<file path="config.mk">
export PLATFORM = sky130hd
export DESIGN_NAME = pulse_gen16
export DESIGN_NICKNAME = d
export VERILOG_FILES = /design/src/rtl/pulse_gen16.sv
export SDC_FILE = /design/constraint.sdc
export NUM_CORES = 1
export LEC_CHECK = 0
export CAP_MARGIN = 5
export CORE_MARGIN = 5
export CORE_UTILIZATION = 45
export DETAILED_ROUTE_END_ITERATION = 16
export SETUP_SLACK_MARGIN = 0.4
export SLEW_MARGIN = 10
export SYNTH_ARGS = -nofsm -noshare
export SYNTH_HDL_FRONTEND = slang
export SYNTH_SLANG_ARGS = --single-unit
</file>
<file path="constraint.sdc">
create_clock -name clk -period 8.11 [get_ports clk]
set_clock_uncertainty 0.05 [all_clocks]
set_input_delay 2.0275 -clock clk [delete_from_list [all_inputs] [get_ports clk]]
set_output_delay 2.0275 -clock clk [all_outputs]
set_load 0.005 [all_outputs]
</file>
<file path="src/rtl/pulse_gen16.sv">
module pulse_gen16 (
  input  logic       clk,
  input  logic       rst_n,
  input  logic       tick_int,
  input  logic       mc_en,
  input  logic       ext_clk,
  input  logic       wr_en,
  input  logic [2:0] wr_addr,
  input  logic [7:0] wr_data,
  output logic       pulse_out,
  output logic       irq
);
  localparam int CW = 16;

  logic [CW-1:0] width_r, period_r, cnt;
  logic [7:0]    wlo_hold, plo_hold;
  logic          run, ext_sel, ff, irq_q;
  logic [2:0]    sync;

  wire           ctrl_wr  = wr_en && (wr_addr == 3'd4);
  wire           start    = ctrl_wr && wr_data[0] && !run;
  wire           ext_rise = mc_en && sync[1] && !sync[2];
  wire           cnt_en   = run && (ext_sel ? ext_rise : tick_int);
  wire [CW-1:0]  nxt      = cnt + 1'b1;
  wire           hit_p    = (nxt == period_r);
  wire           hit_w    = (nxt == width_r);

  assign pulse_out = ~ff;
  assign irq       = irq_q;

  always_ff @(posedge clk or negedge rst_n) begin
    if (!rst_n) begin
      width_r  <= '0;
      period_r <= '0;
      wlo_hold <= '0;
      plo_hold <= '0;
      run      <= 1'b0;
      ext_sel  <= 1'b0;
    end else if (wr_en) begin
      case (wr_addr)
        3'd0: wlo_hold <= wr_data;
        3'd1: width_r  <= {wr_data, wlo_hold};
        3'd2: plo_hold <= wr_data;
        3'd3: period_r <= {wr_data, plo_hold};
        3'd4: begin
          run     <= wr_data[0];
          ext_sel <= wr_data[1];
        end
        default: ;
      endcase
    end
  end

  always_ff @(posedge clk or negedge rst_n) begin
    if (!rst_n)     sync <= '0;
    else if (mc_en) sync <= {sync[1:0], ext_clk};
  end

  always_ff @(posedge clk or negedge rst_n) begin
    if (!rst_n) begin
      cnt   <= '0;
      ff    <= 1'b0;
      irq_q <= 1'b0;
    end else begin
      irq_q <= cnt_en && hit_p;
      if (start) begin
        cnt <= '0;
        ff  <= wr_data[2];
      end else if (cnt_en) begin
        if (hit_p) begin
          cnt <= '0;
          ff  <= ~ff;
        end else begin
          cnt <= nxt;
          if (hit_w) ff <= ~ff;
        end
      end
    end
  end
endmodule

</file>
After elaboration in Yosys (flattened, before gate mapping)

Cells that the tools add are included.

Input bits: 17
Memory bits (writable): 0
ROM bits: 0
Bits in registers: 71
Latch bits: 0
Word-level logic and storage cells: 44
Output and inout port bits: 2
Memories kept: 0

Shifts and indexed selects: 0
Divide/modulo/power cells: 0
Eq/ne operators: 6
Order comparisons: 0
Bitwise operators: 1
Multiplexer cells: 8
Reductions and logical operators: 18
Add/sub/neg operators: 1
Multiply operators: 0

Operators by type and width:

| kind                    | number |
|---|---|
| $mux W16                | 3 |
| $eq A16 B16 Y1          | 2 |
| $add A16 B1 Y16 const B | 1 |
| $reduce_and A2 Y1       | 6 |
| $logic_and A1 B1 Y1     | 7 |
| $eq A3 B2 Y1 const B    | 2 |
| $mux W1                 | 5 |
| $eq A3 B1 Y1 const B    | 1 |
| $eq A3 B3 Y1 const B    | 1 |
| $logic_not A3 Y1        | 1 |
| $reduce_bool A3 Y1      | 1 |
| $logic_not A1 Y1        | 2 |
| $reduce_bool A2 Y1      | 1 |
| $not A1 Y1              | 1 |

Longest topological paths before layout

Gate-level depths: netlist of the first run.

Depth in word-level cells: 6
Gate-level depth with buffers: 12
Gate-level depth less buffers: 9

Worst setup path after synthesis of the first run

OpenSTA, ideal clock, no wires.

Kind: input port to flip-flop
Start: input wr_en
End: register width_r[10]
Slack: 4581 ps
Buffers on the path: 1
Cell stages on the path: 5
Data arrival time: 3354 ps
Setup time: 125 ps
Cell sequence: nor2b_1 > nand2_1 > nor2_1 > clkbuf_1 > mux2_2

Longest elaborated chain between the ends: 1

Ends and longest elaborated chain:

| what                        | RTL line | source |
|---|---|---|
| start: declaration          | 7        | `input logic wr_en,` |
| $reduce_and A2 Y1 (no line) | --       |  |
| end signal: assignment      | 42       | `3'd1: width_r <= {wr_data, wlo_hold};` |
| end: declaration            | 15       | `logic [CW-1:0] width_r, period_r, cnt;` |

Every way passes these cells.
A chain may end at the register's enable or synchronous reset.

Worst setup path after layout of the first run

Start: input wr_addr[0]
End: register cnt[14]

Longest elaborated chain between the ends: 5

Ends and longest elaborated chain:

| what                                                  | RTL line | source |
|---|---|---|
| start: declaration                                    | 8        | `input logic [2:0] wr_addr,` |
| $eq A3 B3 Y1 *                                        | 20       | `wire ctrl_wr = wr_en && (wr_addr == 3'd4);` |
| $logic_and A1 B1 Y1 *                                 | 20       |  |
| $logic_and A1 B1 Y1 * (2 in series)                   | 21       | `wire start = ctrl_wr && wr_data[0] && !run;` |
| $mux W16 / $reduce_bool A2 Y1 (equally long branches) | --       |  |
| end signal: assignment                                | 74       | `cnt <= nxt;` |
| end: declaration                                      | 15       |  |

Mark *: on every way between the ends. The rest lies on a longest branch, timed or not.

==> results.md, run 1 <==
- Outcome: finished, final reports clean
- Global-route wire length before repair: 15200 um
- Post-Syn Nets: 389
- Yosys warns: 0
- Design Area, Final: 0.00442 mm2
- Row cnt: 34
- Hold-fix buffers at CTS: 0
- Synth Area in XOR/XNOR: 11.0%
- Synthesized instance count: 371
- Cells along the critical path: clkdlybuf4s50_1 > nor3_1 > nand3b_1 > and3_1 > a32oi_1 > o31ai_1
- Syn_area_per_cell: 10.8 um2
- Routability cong.: 0.864
- TritonCTS Buffers: 9
- Largest cells by area after synthesis: dfrtp_1, mux2_2, xnor2_1, xor2_1, nand2_1
- Worst setup SP type: primary input
- Initial core utilization: 46.0%
- DR WL/cell: 18.7 um
- Crit path time final: 4280 ps
- Clock Path Buffers: 2
- Max-cap violation count: 0
- CTS Sinks: 71
- Die area: 0.0109 mm2
- Cell Pwr Density: 251 mW/mm2
- Number of failing hold endpoints at the final stage: 0
- Clk_lat worst skew: 360 ps
- DR pass1 iterations: 5
- Slowest-stage cell, CP: nand3b_1
- Register bit total from synthesis: 71
- I/O Buffers: 18
- Total power after layout: 1.11 mW
- Post-Synth Simple-Gate Area: 15.0%
- Mux cell area share after synthesis: 15.2%
- Gr ovfl total: 0
- Yosys cell types: 52
- Post-synth ARST share: 100%
- Post-synth EDFFs: 0
- Max incr delay on CP: 730 ps
- Largest family of logic cells by synthesized area: multiplexers
- Initial DRC Count: 259
- Vias in the first global route: 2795
- Largest net degree at the start of global routing: 72
- CTS resizes: 0
- Synth Area in Adders: 0.564%
- WP data required: 8290 ps
- Leakage power: 1.75 nW
- RSZ-0062 raised after global routing: no
- Most frequent cells in the layout: dfrtp_1, mux2_2, nand2_1
- CP Capture Type: flip-flop
- DRC Markers: 0
- Fmax: 234 MHz
- Hold/Removal Path Class: flip-flop to flip-flop
- Seq/Total Area, Yosys: 44.5%
- Via count: 2897
- WS Path Type: primary input to flip-flop
- Final nets: 393
- Ant diodes: 0
- Placed instance area: 0.00419 mm2
- Die X-Extent: 104 um
- Initial antenna violation count: 0
- Final Max Slew Viols: 0
- Crit path max-delay family: simple AND/OR/NAND/NOR gates
- Area delta synth->final: 10.6%
- Final setup vio count: 0
- CP Max Fanout: 23
- DP HPWL: 6470 um
- Crit path buf inv count: 1
- Post-DRT Antenna Nets: 0
- Vias per Instance: 5.94
- Commonest non-fill, non-tap cell in the layout: dfrtp_1
- Post-CTS setup buffers: 0
- H-tree Lvls: 3
- Final WL: 9100 um
- Compound-Gate Fraction of Synth Area: 10.2%
- Clock transition at path regs: 70 ps
- Post-synth design cell area: 0.00399 mm2
- Worst vdd ir: 0.000136 V
- Chip height: 104 um
- Root Buffer: clkbuf_8
- Period utilization: 52.8%
- Post-synth top area share: 44.5%
- Slew HR: 37.9%
- Setup_tns: 0 ps
- Io pins: 19
- Critical Path AT: 4460 ps
- CTS tree: yes
- Total Routing Usage GR: 17.4%
- Final design utilization: 50.9%
- Main synth FF type: dfrtp_1
- CORE AREA: 0.00868 mm2
- Actual slew at the worst max-slew pin: 932 ps
- Leading area contributor after synthesis: dfrtp_1
- Layout cells sized above 1: 20.8%
-- area by class of cell --
class / count / area, um2
Fill cell: 839 / 4260
Sequential cell: 71 / 1780
Timing Repair Buffer: 19 / 185
Clock buffer: 11 / 141
Inverter: 6 / 22.5
Clock inverter: 5 / 81.3
Multi-Input combinational cell: 268 / 2080
Tap cell: 108 / 135
-- worst reg2reg max path, cell delays in order, from the launching register on --
cell       delay, ps
dfrtp_1          590
ha_1             480
nand3_1          220
or4_1            590
o22ai_1          270
o2111ai_1        150
nor4_2           400
nand2_1          350
a21oi_1          250
o32ai_1          100
-- registers in the layout, summed over array words and instances, names as in the netlist --
| register | flops |
|---|---|
| sync | 3 |
| run | 1 |
| irq | 1 |
| ext_sel | 1 |
| wlo_hold | 8 |
| cnt | 16 |
| plo_hold | 8 |
| period_r | 16 |
| ff | 1 |
| width_r | 16 |
-- path summary, 6_finish.rpt --
| path | cells past startpoint | startpoint | slack, ps | to |
|---|---|---|---|---|
| setup / recovery | 6 | wr_addr[0] | 3830 | cnt[14]$_DFFE_PN0P_ |
| hold / removal | 1 | wlo_hold[0]$_DFFE_PN0P_ | 450 | width_r[0]$_DFFE_PN0P_ |
| setup reg to reg | 9 | cnt[0]$_DFFE_PN0P_ | 4540 | cnt[5]$_DFFE_PN0P_ |
| hold reg to reg | 1 | wlo_hold[0]$_DFFE_PN0P_ | 450 | width_r[0]$_DFFE_PN0P_ |
| max in group asynchronous | 1 | rst_n | 5640 | width_r[14]$_DFFE_PN0P_ |
| min in group asynchronous | 1 | rst_n | 1740 | ext_sel$_DFFE_PN0P_ |
-- power breakdown --
part	leakage, nW	internal [mW]	total, mW	switching (mW)
sequential	0.884	0.431	0.507	0.0760
clock	0.110	0.182	0.317	0.135
combinational	0.757	0.150	0.284	0.134
-- metal layers --
layer  track usage (%)  part of all wire, %
met3              3.91                  4.7
met4              6.01                  1.7
met5                 0                    0
met1              24.4                   47
met2              26.5                   46
-- synthesized netlist by cell type (4+ instances only) --
cell type   n
o32ai_1     9
o2111ai_1   4
xor2_1     14
or4_1       4
inv_1       6
xnor2_1    28
clkbuf_1   13
nor2_1     20
nand4_1     6
nor4_1      4
nor3_1      5
nand2_1    30
nand3_1     9
o21ai_1     5
a32oi_1     5
o31ai_1     5
nand2b_1    5
dfrtp_1    71
mux2_2     53
buf_2       9
buf_4       4
and3_1      6
nor2b_1     4
a21oi_1    15
-- metrics by stage --
| stage | hold slack [ps] | setup WS, ps | cells |
|---|---|---|---|
| 2_1_floorplan | 413 | 4580 | 371 |
| 5_1_grt | 474 | 3660 | 488 |
| 6_report | 452 | 3830 | 488 |
| 3_5_place_dp | 439 | 3520 | 472 |
| 3_3_place_gp | 428 | 3640 | 472 |
| 4_1_cts | 457 | 3900 | 488 |
-- logic make-up after synthesis --
logic type,after synthesis
adders and majority gates,2
muxes,54
and+or+nand+nor,109
DFF,71
buffers and inverters,32
AOI/OAI and AO/OA,58
xor gates and xnor gates,45
(Power assumes the default switching activity.)
==> run 2, diff against run 1 <==
==> constraint.sdc (replaced) <==
create_clock -name clk -period 4.4 [get_ports clk]
set_clock_uncertainty 0.05 [all_clocks]
set_input_delay 1.1 -clock clk [delete_from_list [all_inputs] [get_ports clk]]
set_output_delay 1.1 -clock clk [all_outputs]
set_load 0.005 [all_outputs]
==> run 2 against run 1 <==
Sequential cell count unchanged. First-iteration DRC count decreased by 48%. Non-clock buffer count increased by 2. Highest routed layer unchanged. Combinational power increased by 89%. Total power increased by 76%. Count of clock-buffer cells in the layout unchanged. Cell count increased by 0.41%. Sequential power increased by 84%.
==> results.md, run 2 (synthesis gave the netlist of run 1 again) <==
- Outcome: finished, final reports clean (unchanged)
- Die X-Extent: 104 um (unchanged)
- Crit path time final: 3360 ps
- TritonCTS Buffers: 9 (unchanged)
- Hold-fix buffers at CTS: 0 (unchanged)
- Fmax: 297 MHz
- Regs by FF count: cnt (16), period_r (16), width_r (16) (unchanged)
- Post-DRT Antenna Nets: 0 (unchanged)
- Root Buffer: clkbuf_8 (unchanged)
- Initial DRC Count: 134 (was 259)
- RSZ-0062 raised after global routing: no (unchanged)
- Global-route wire length before repair: 15200 um (about the same)
- H-tree Lvls: 3 (unchanged)
- FILL cells: 819 (was 839)
- Slowest-stage cell, CP: or4_1 (was nand3b_1)
- Number of failing hold endpoints at the final stage: 0 (unchanged)
- Clock Path Buffers: 2 (unchanged)
- Vias in the first global route: 2749 (was 2795)
- Flop pwr share: 47.9% (was 45.8%)
- Slew HR: 38.7% (was 37.9%)
- Final nets: 395 (was 393)
- Gate power share: 27.4% (was 25.6%)
- Sw Share: 33.7% (was 31.1%)
- Final Max Slew Viols: 0 (unchanged)
- Die area: 0.0109 mm2 (unchanged)
- I/O Buffers: 18 (unchanged)
- Worst vdd ir: 0.000252 V (was 0.000136 V)
- CP Max Fanout: 10 (was 23)
- Io pins: 19 (unchanged)
- DRC Markers: 0 (unchanged)
- Layout cells sized above 1: 20.9% (was 20.8%)
- Max-cap violation count: 0 (unchanged)
- Leakage power: 1.74 nW (was 1.75 nW)
- Clk_lat worst skew: 340 ps (was 360 ps)
- Setup_tns: 0 ps (unchanged)
- DP HPWL: 6720 um (was 6470 um)
- Switching power total: 0.658 mW (was 0.345 mW)
- Worst Setup EP: cnt[5]$_DFFE_PN0P_ (was cnt[14]$_DFFE_PN0P_)
- Via count: 2832 (was 2897)
- Clock power frac: 24.7% (was 28.6%)
- Total Routing Usage GR: 17.5% (was 17.4%)
- Post-CTS setup buffers: 0 (unchanged)
- Chip height: 104 um (unchanged)
- CTS tree: yes (unchanged)
- Cells along the critical path: ha_1 > nand3_1 > or4_1 > o22ai_1 > o2111ai_1 > nor4_2 > nand2_1 > a21oi_1 > o32ai_1 (was clkdlybuf4s50_1 > nor3_1 > nand3b_1 > and3_1 > a32oi_1 > o31ai_1)
- CTS Sinks: 71 (unchanged)
- CORE AREA: 0.00868 mm2 (unchanged)
- CP Capture Type: flip-flop (unchanged)
- CTS resizes: 0 (unchanged)
- Initial core utilization: 46.0% (unchanged)
- Commonest non-fill, non-tap cell in the layout: dfrtp_1 (unchanged)
- Final WL: 9120 um (was 9100 um)
- WP data required: 4560 ps (was 8290 ps)
- Critical Path AT: 3520 ps (was 4460 ps)
- R2r worst-path depth: 9 (unchanged)
- Crit path max-delay family: simple AND/OR/NAND/NOR gates (unchanged)
- Clock transition at path regs: 80 ps (was 70 ps)
- Actual slew at the worst max-slew pin: 919 ps (was 932 ps)
- Cell-internal power: 1.30 mW (was 0.762 mW)
- Critical path startpoint: cnt[0]$_DFFE_PN0P_ (was wr_addr[0])
- Placed instance area: 0.00421 mm2 (was 0.00419 mm2)
- Hold/Removal Path Class: flip-flop to flip-flop (unchanged)
- Period utilization: 76.4%
- FF-to-FF setup slack: 1040 ps (was 4540 ps)
- Routability cong.: 0.924 (was 0.864)
- Design Area, Final: 0.00439 mm2 (was 0.00442 mm2)
- Worst setup SP type: flip-flop (was primary input)
- Max incr delay on CP: 560 ps (was 730 ps)
- Most frequent cells in the layout: dfrtp_1, mux2_2, nand2_1 (unchanged)
- Row cnt: 34 (unchanged)
- Crit path buf inv count: 0 (was 1)
- Initial antenna violation count: 0 (unchanged)
- Worst r2r dst: cnt[5]$_DFFE_PN0P_ (unchanged)
- Ant diodes: 0 (unchanged)
- DR WL/cell: 18.6 um (was 18.7 um)
- Gr ovfl total: 0 (unchanged)
- DR pass1 iterations: 4 (was 5)
- Largest net degree at the start of global routing: 72 (unchanged)
- Area delta synth->final: 9.87% (was 10.6%)
- WS Path Type: flip-flop to flip-flop (was primary input to flip-flop)
- Final setup vio count: 0 (unchanged)
- Vias per Instance: 5.78 (was 5.94)
- Critical Path Stages: 9 (was 6)
- R2r startpoint: cnt[0]$_DFFE_PN0P_ (unchanged)
- Cell Pwr Density: 445 mW/mm2 (was 251 mW/mm2)
run 2: changes by cell type in the layout (fill, tap and decap cells not counted), sizes merged:
cell / previous run / this run
inv: 6 / 8
bufinv: 2 / 0
clkinvlp: 1 / 2
buf: 2 / 4
clkinv: 2 / 1
run 2: power groups by stage:
stage	clock network [mW]	registers (mW)	logic [mW]
after detailed placement	0	0.948	0.537
after global routing	0.528	0.955	0.591
after global placement	0	0.943	0.536
after floorplan	0	0.880	0.445
final	0.483	0.935	0.536
after CTS	0.502	0.935	0.539
run 2: worst reg2reg max path, delay by kind of cell, from the launching register on:
family	cells	cell delay, ps
AO/OA/AOI/OAI	4	760
AND/OR/NAND/NOR	4	1430
flip-flops	1	530
adder cells (fa/ha/maj)	1	460
run 2: worst min path at each step:
| stage | from | endpoint | slack, ps | cells after the start |
|---|---|---|---|---|
| after floorplan | sync[1]$_DFFE_PN0P_ | sync[2]$_DFFE_PN0P_ | 410 | 2 |
| after global placement | wlo_hold[5]$_DFFE_PN0P_ | width_r[5]$_DFFE_PN0P_ | 430 | 1 |
| after detailed placement | wlo_hold[5]$_DFFE_PN0P_ | width_r[5]$_DFFE_PN0P_ | 440 | 1 |
| after CTS | wlo_hold[5]$_DFFE_PN0P_ | width_r[5]$_DFFE_PN0P_ | 460 | 1 |
| after global routing | wlo_hold[7]$_DFFE_PN0P_ | width_r[7]$_DFFE_PN0P_ | 470 | 1 |
| final | wlo_hold[5]$_DFFE_PN0P_ | width_r[5]$_DFFE_PN0P_ | 450 | 1 |
run 2: area by class of cell:
| type | count | area (um2) | share of cell area [%] |
|---|---|---|---|
| Clock buffer | 11 | 141 | 3.22 |
| Clock inverter | 5 | 41.3 | 0.941 |
| Inverter | 6 | 22.5 | 0.513 |
| Multi-Input combinational cell | 268 | 2070 | 47.2 |
| Sequential cell | 71 | 1780 | 40.5 |
| Tap cell | 108 | 135 | 3.08 |
| Timing Repair Buffer | 21 | 200 | 4.56 |
run 2: layer usage:
layer  routed length [um]  vias to the layer above  GRT usage, %
met5                    0                        -             0
met4                   83                        0          3.52
met3                  464                        7          3.97
met2                 4180                       51          25.5
met1                 4390                     1411          26.5
li1                     -                     1363             -
run 2: stage by stage:
step | setup slack (ps) | cells | power [mW] | util [%] | hold WS [ps]
finish | 1040 | 490 | 1.95 | 50.6 | 453
global route | 777 | 490 | 2.07 | 50.6 | 466
CTS | 1070 | 490 | 1.98 | 50.6 | 456
detailed placement | 1090 | 474 | 1.49 | 48.5 | 436
global placement | 1060 | 474 | 1.48 | 48.5 | 432
floorplan | 1730 | 371 | 1.32 | - | 413
==> run 3, diff against run 2 <==
==> constraint.sdc (replaced) <==
create_clock -name clk -period 3.2 [get_ports clk]
set_clock_uncertainty 0.05 [all_clocks]
set_input_delay 0.8 -clock clk [delete_from_list [all_inputs] [get_ports clk]]
set_output_delay 0.8 -clock clk [all_outputs]
set_load 0.005 [all_outputs]
==> run 3 against run 2 <==
Cell count is 6.5% higher. Cell area is 11% higher. Register-to-register slack worse by 570 ps. Critical endpoint is now cnt[10]$_DFFE_PN0P_. Non-clock buffer count is 31 higher. Die area stayed put. Wire length is 7.9% higher. First-iteration DRC count is 69% higher. Sequential power is 34% higher. Critical path depth is 1 higher. Fmax is 23% higher. Global-route usage is 0.68 points higher. Sequential cell count stayed put.
==> results.md, run 3 (synthesis gave the netlist of run 1 again) <==
- Final Max Slew Viols: 0 (unchanged)
- I/O Buffers: 18 (unchanged)
- CTS Sinks: 71 (unchanged)
- CORE AREA: 0.00868 mm2 (unchanged)
- Cells along the critical path: ha_4 > nand3_4 > or4_4 > o22ai_4 > o2111ai_2 > nor4_4 > buf_4 > nand2_4 > a21oi_2 > o32ai_1 (was ha_1 > nand3_1 > or4_1 > o22ai_1 > o2111ai_1 > nor4_2 > nand2_1 > a21oi_1 > o32ai_1)
- Area delta synth->final: 21.6% (was 9.87%)
- Switching power total: 0.933 mW (was 0.658 mW)
- Ant diodes: 0 (unchanged)
- Initial core utilization: 46.0% (unchanged)
- WS Path Type: flip-flop to flip-flop (unchanged)
- TritonCTS Buffers: 9 (unchanged)
- Final non-filler cell total: 522 (was 490)
- Design Area, Final: 0.00486 mm2 (was 0.00439 mm2)
- Cell-internal power: 1.98 mW (was 1.30 mW)
- Die X-Extent: 104 um (unchanged)
- Row cnt: 34 (unchanged)
- Crit path time final: 2730 ps (was 3360 ps)
- Total power after layout: 2.92 mW (was 1.95 mW)
- Final setup vio count: 0 (unchanged)
- Wl on met1: 4460 um (was 4390 um)
- Clk_lat worst skew: 340 ps (about the same)
- DR pass1 iterations: 4 (unchanged)
- Commonest non-fill, non-tap cell in the layout: dfrtp_1 (unchanged)
- Flop pwr share: 42.9% (was 47.9%)
- Hold/Removal Path Class: flip-flop to flip-flop (unchanged)
- Largest net degree at the start of global routing: 72 (unchanged)
- DR WL/cell: 18.8 um (was 18.6 um)
- Leakage power: 1.95 nW (was 1.74 nW)
- Root Buffer: clkbuf_8 (unchanged)
- WP data required: 3370 ps (was 4560 ps)
- DP HPWL: 6900 um (was 6720 um)
- Final design utilization: 56.0% (was 50.6%)
- Sw Share: 32.0% (was 33.7%)
- Hold_ws: 456 ps (was 453 ps)
- Final WL: 9840 um (was 9120 um)
- Initial antenna violation count: 0 (unchanged)
- Number of failing hold endpoints at the final stage: 0 (unchanged)
- Clock power frac: 26.6% (was 24.7%)
- Multi-input gate area: 0.00226 mm2 (was 0.00207 mm2)
- Actual slew at the worst max-slew pin: 896 ps (was 919 ps)
- Highest Signal Layer: met4 (unchanged)
- Placed insts: 497 (was 474)
- Setup_tns: 0 ps (unchanged)
- H-tree Lvls: 3 (unchanged)
- DRC Markers: 0 (unchanged)
- Chip height: 104 um (unchanged)
- Post-DRT Antenna Nets: 0 (unchanged)
- CTS tree: yes (unchanged)
- Gr ovfl total: 0 (unchanged)
- Slowest-stage cell, CP: or4_4 (was or4_1)
- Max incr delay on CP: 590 ps (was 560 ps)
- Fmax: 366 MHz (was 297 MHz)
- Gate power share: 30.5% (was 27.4%)
- Routability cong.: 0.911 (was 0.924)
- RSZ-0062 raised after global routing: no (unchanged)
- Layout cells sized above 1: 34.3% (was 20.9%)
- Initial DRC Count: 227 (was 134)
- Pre-CTS setup slack: 240 ps (was 1090 ps)
- Final nets: 427 (was 395)
- CP Capture Type: flip-flop (unchanged)
- Placed instance area: 0.00439 mm2 (was 0.00421 mm2)
- Hold-fix buffers at CTS: 0 (unchanged)
- Regs by FF count: cnt (16), period_r (16), width_r (16) (unchanged)
- CP Max Fanout: 5 (was 10)
- Vias in the first global route: 2936 (was 2749)
- Via count: 2988 (was 2832)
- Storage element area: 0.00178 mm2 (about the same)
- Max-cap violation count: 0 (unchanged)
- Routed wl met3: 486 um (was 464 um)
- Io pins: 19 (unchanged)
- Global-route wire length before repair: 15800 um (was 15200 um)
- Outcome: finished, final reports clean (unchanged)
- Critical Path AT: 2900 ps (was 3520 ps)
- Clock Path Buffers: 2 (unchanged)
- Worst setup SP type: flip-flop (unchanged)
- Vias per Instance: 5.72 (was 5.78)
- Slew HR: 40.2% (was 38.7%)
- Most frequent cells in the layout: dfrtp_1, mux2_2, buf_4 (was dfrtp_1, mux2_2, nand2_1)
- Routed met2 length: 4690 um (was 4180 um)
- PnR worst setup slack: 470 ps (was 1040 ps)
- Clock transition at path regs: 80 ps (about the same)
- Period utilization: 85.3% (was 76.4%)
- Cell Pwr Density: 600 mW/mm2 (was 445 mW/mm2)
- Total Routing Usage GR: 18.2% (was 17.5%)
- Die area: 0.0109 mm2 (unchanged)
- Worst vdd ir: 0.000299 V (was 0.000252 V)
- FILL cells: 790 (was 819)
[run 3: changes by cell type in the layout (fill, tap and decap cells not counted), sizes merged]
| cell | previous run | this run |
|---|---|---|
| buf | 4 | 35 |
| bufinv | 0 | 2 |
| clkbuf | 11 | 9 |
| clkinv | 1 | 4 |
| clkinvlp | 2 | 1 |
| inv | 8 | 6 |
| nand2 | 30 | 31 |
[run 3: timing repair]
action	CTS	global route
gates cloned	0	1
pin swaps	0	13
gates resized for setup	6	34
setup buffers	0	8
setup endpoints to repair	9	17
[run 3: worst max-delay path, delay by kind of cell, from the launching register on]
family / cells / cell delay, ps
adders and majority gates: 1 / 180
and+or+nand+nor: 4 / 1140
buffers and inverters: 1 / 190
DFF: 1 / 430
AOI/OAI and AO/OA: 4 / 610
[run 3: power by group through the flow]
| stage | Combinational, mW | Sequential, mW | Clock [mW] |
|---|---|---|---|
| finish | 0.889 | 1.25 | 0.776 |
| global route | 0.978 | 1.28 | 0.835 |
| CTS | 0.806 | 1.25 | 0.795 |
| detailed placement | 0.800 | 1.26 | 0 |
| global placement | 0.787 | 1.26 | 0 |
| floorplan | 0.611 | 1.21 | 0 |
[run 3: layer usage]
| layer | track usage (%) | up-vias |
|---|---|---|
| li1 | - | 1424 |
| met1 | 25.5 | 1487 |
| met2 | 28.1 | 62 |
| met3 | 4.03 | 15 |
| met4 | 5.46 | 0 |
| met5 | 0 | - |
[run 3: final cells by class]
type	count	share of cell area [%]
multi-input combinational	269	46.5
sequential	71	36.7
timing repair buffer	52	9.25
tap	108	2.78
clock buffer	9	2.55
clock inverter	7	1.80
inverter	6	0.464
[run 3: final timing paths]
path / slack, ps / depth (start not counted) / startpoint / end
setup / recovery: 470 / 10 / cnt[0]$_DFFE_PN0P_ / cnt[10]$_DFFE_PN0P_
hold / removal: 460 / 1 / plo_hold[3]$_DFFE_PN0P_ / plo_hold[3]$_DFFE_PN0P_
setup reg to reg: 470 / 10 / cnt[0]$_DFFE_PN0P_ / cnt[10]$_DFFE_PN0P_
hold reg to reg: 460 / 1 / plo_hold[3]$_DFFE_PN0P_ / plo_hold[3]$_DFFE_PN0P_
max in group asynchronous: 1940 / 1 / rst_n / cnt[8]$_DFFE_PN0P_
min in group asynchronous: 540 / 1 / rst_n / wlo_hold[3]$_DFFE_PN0P_
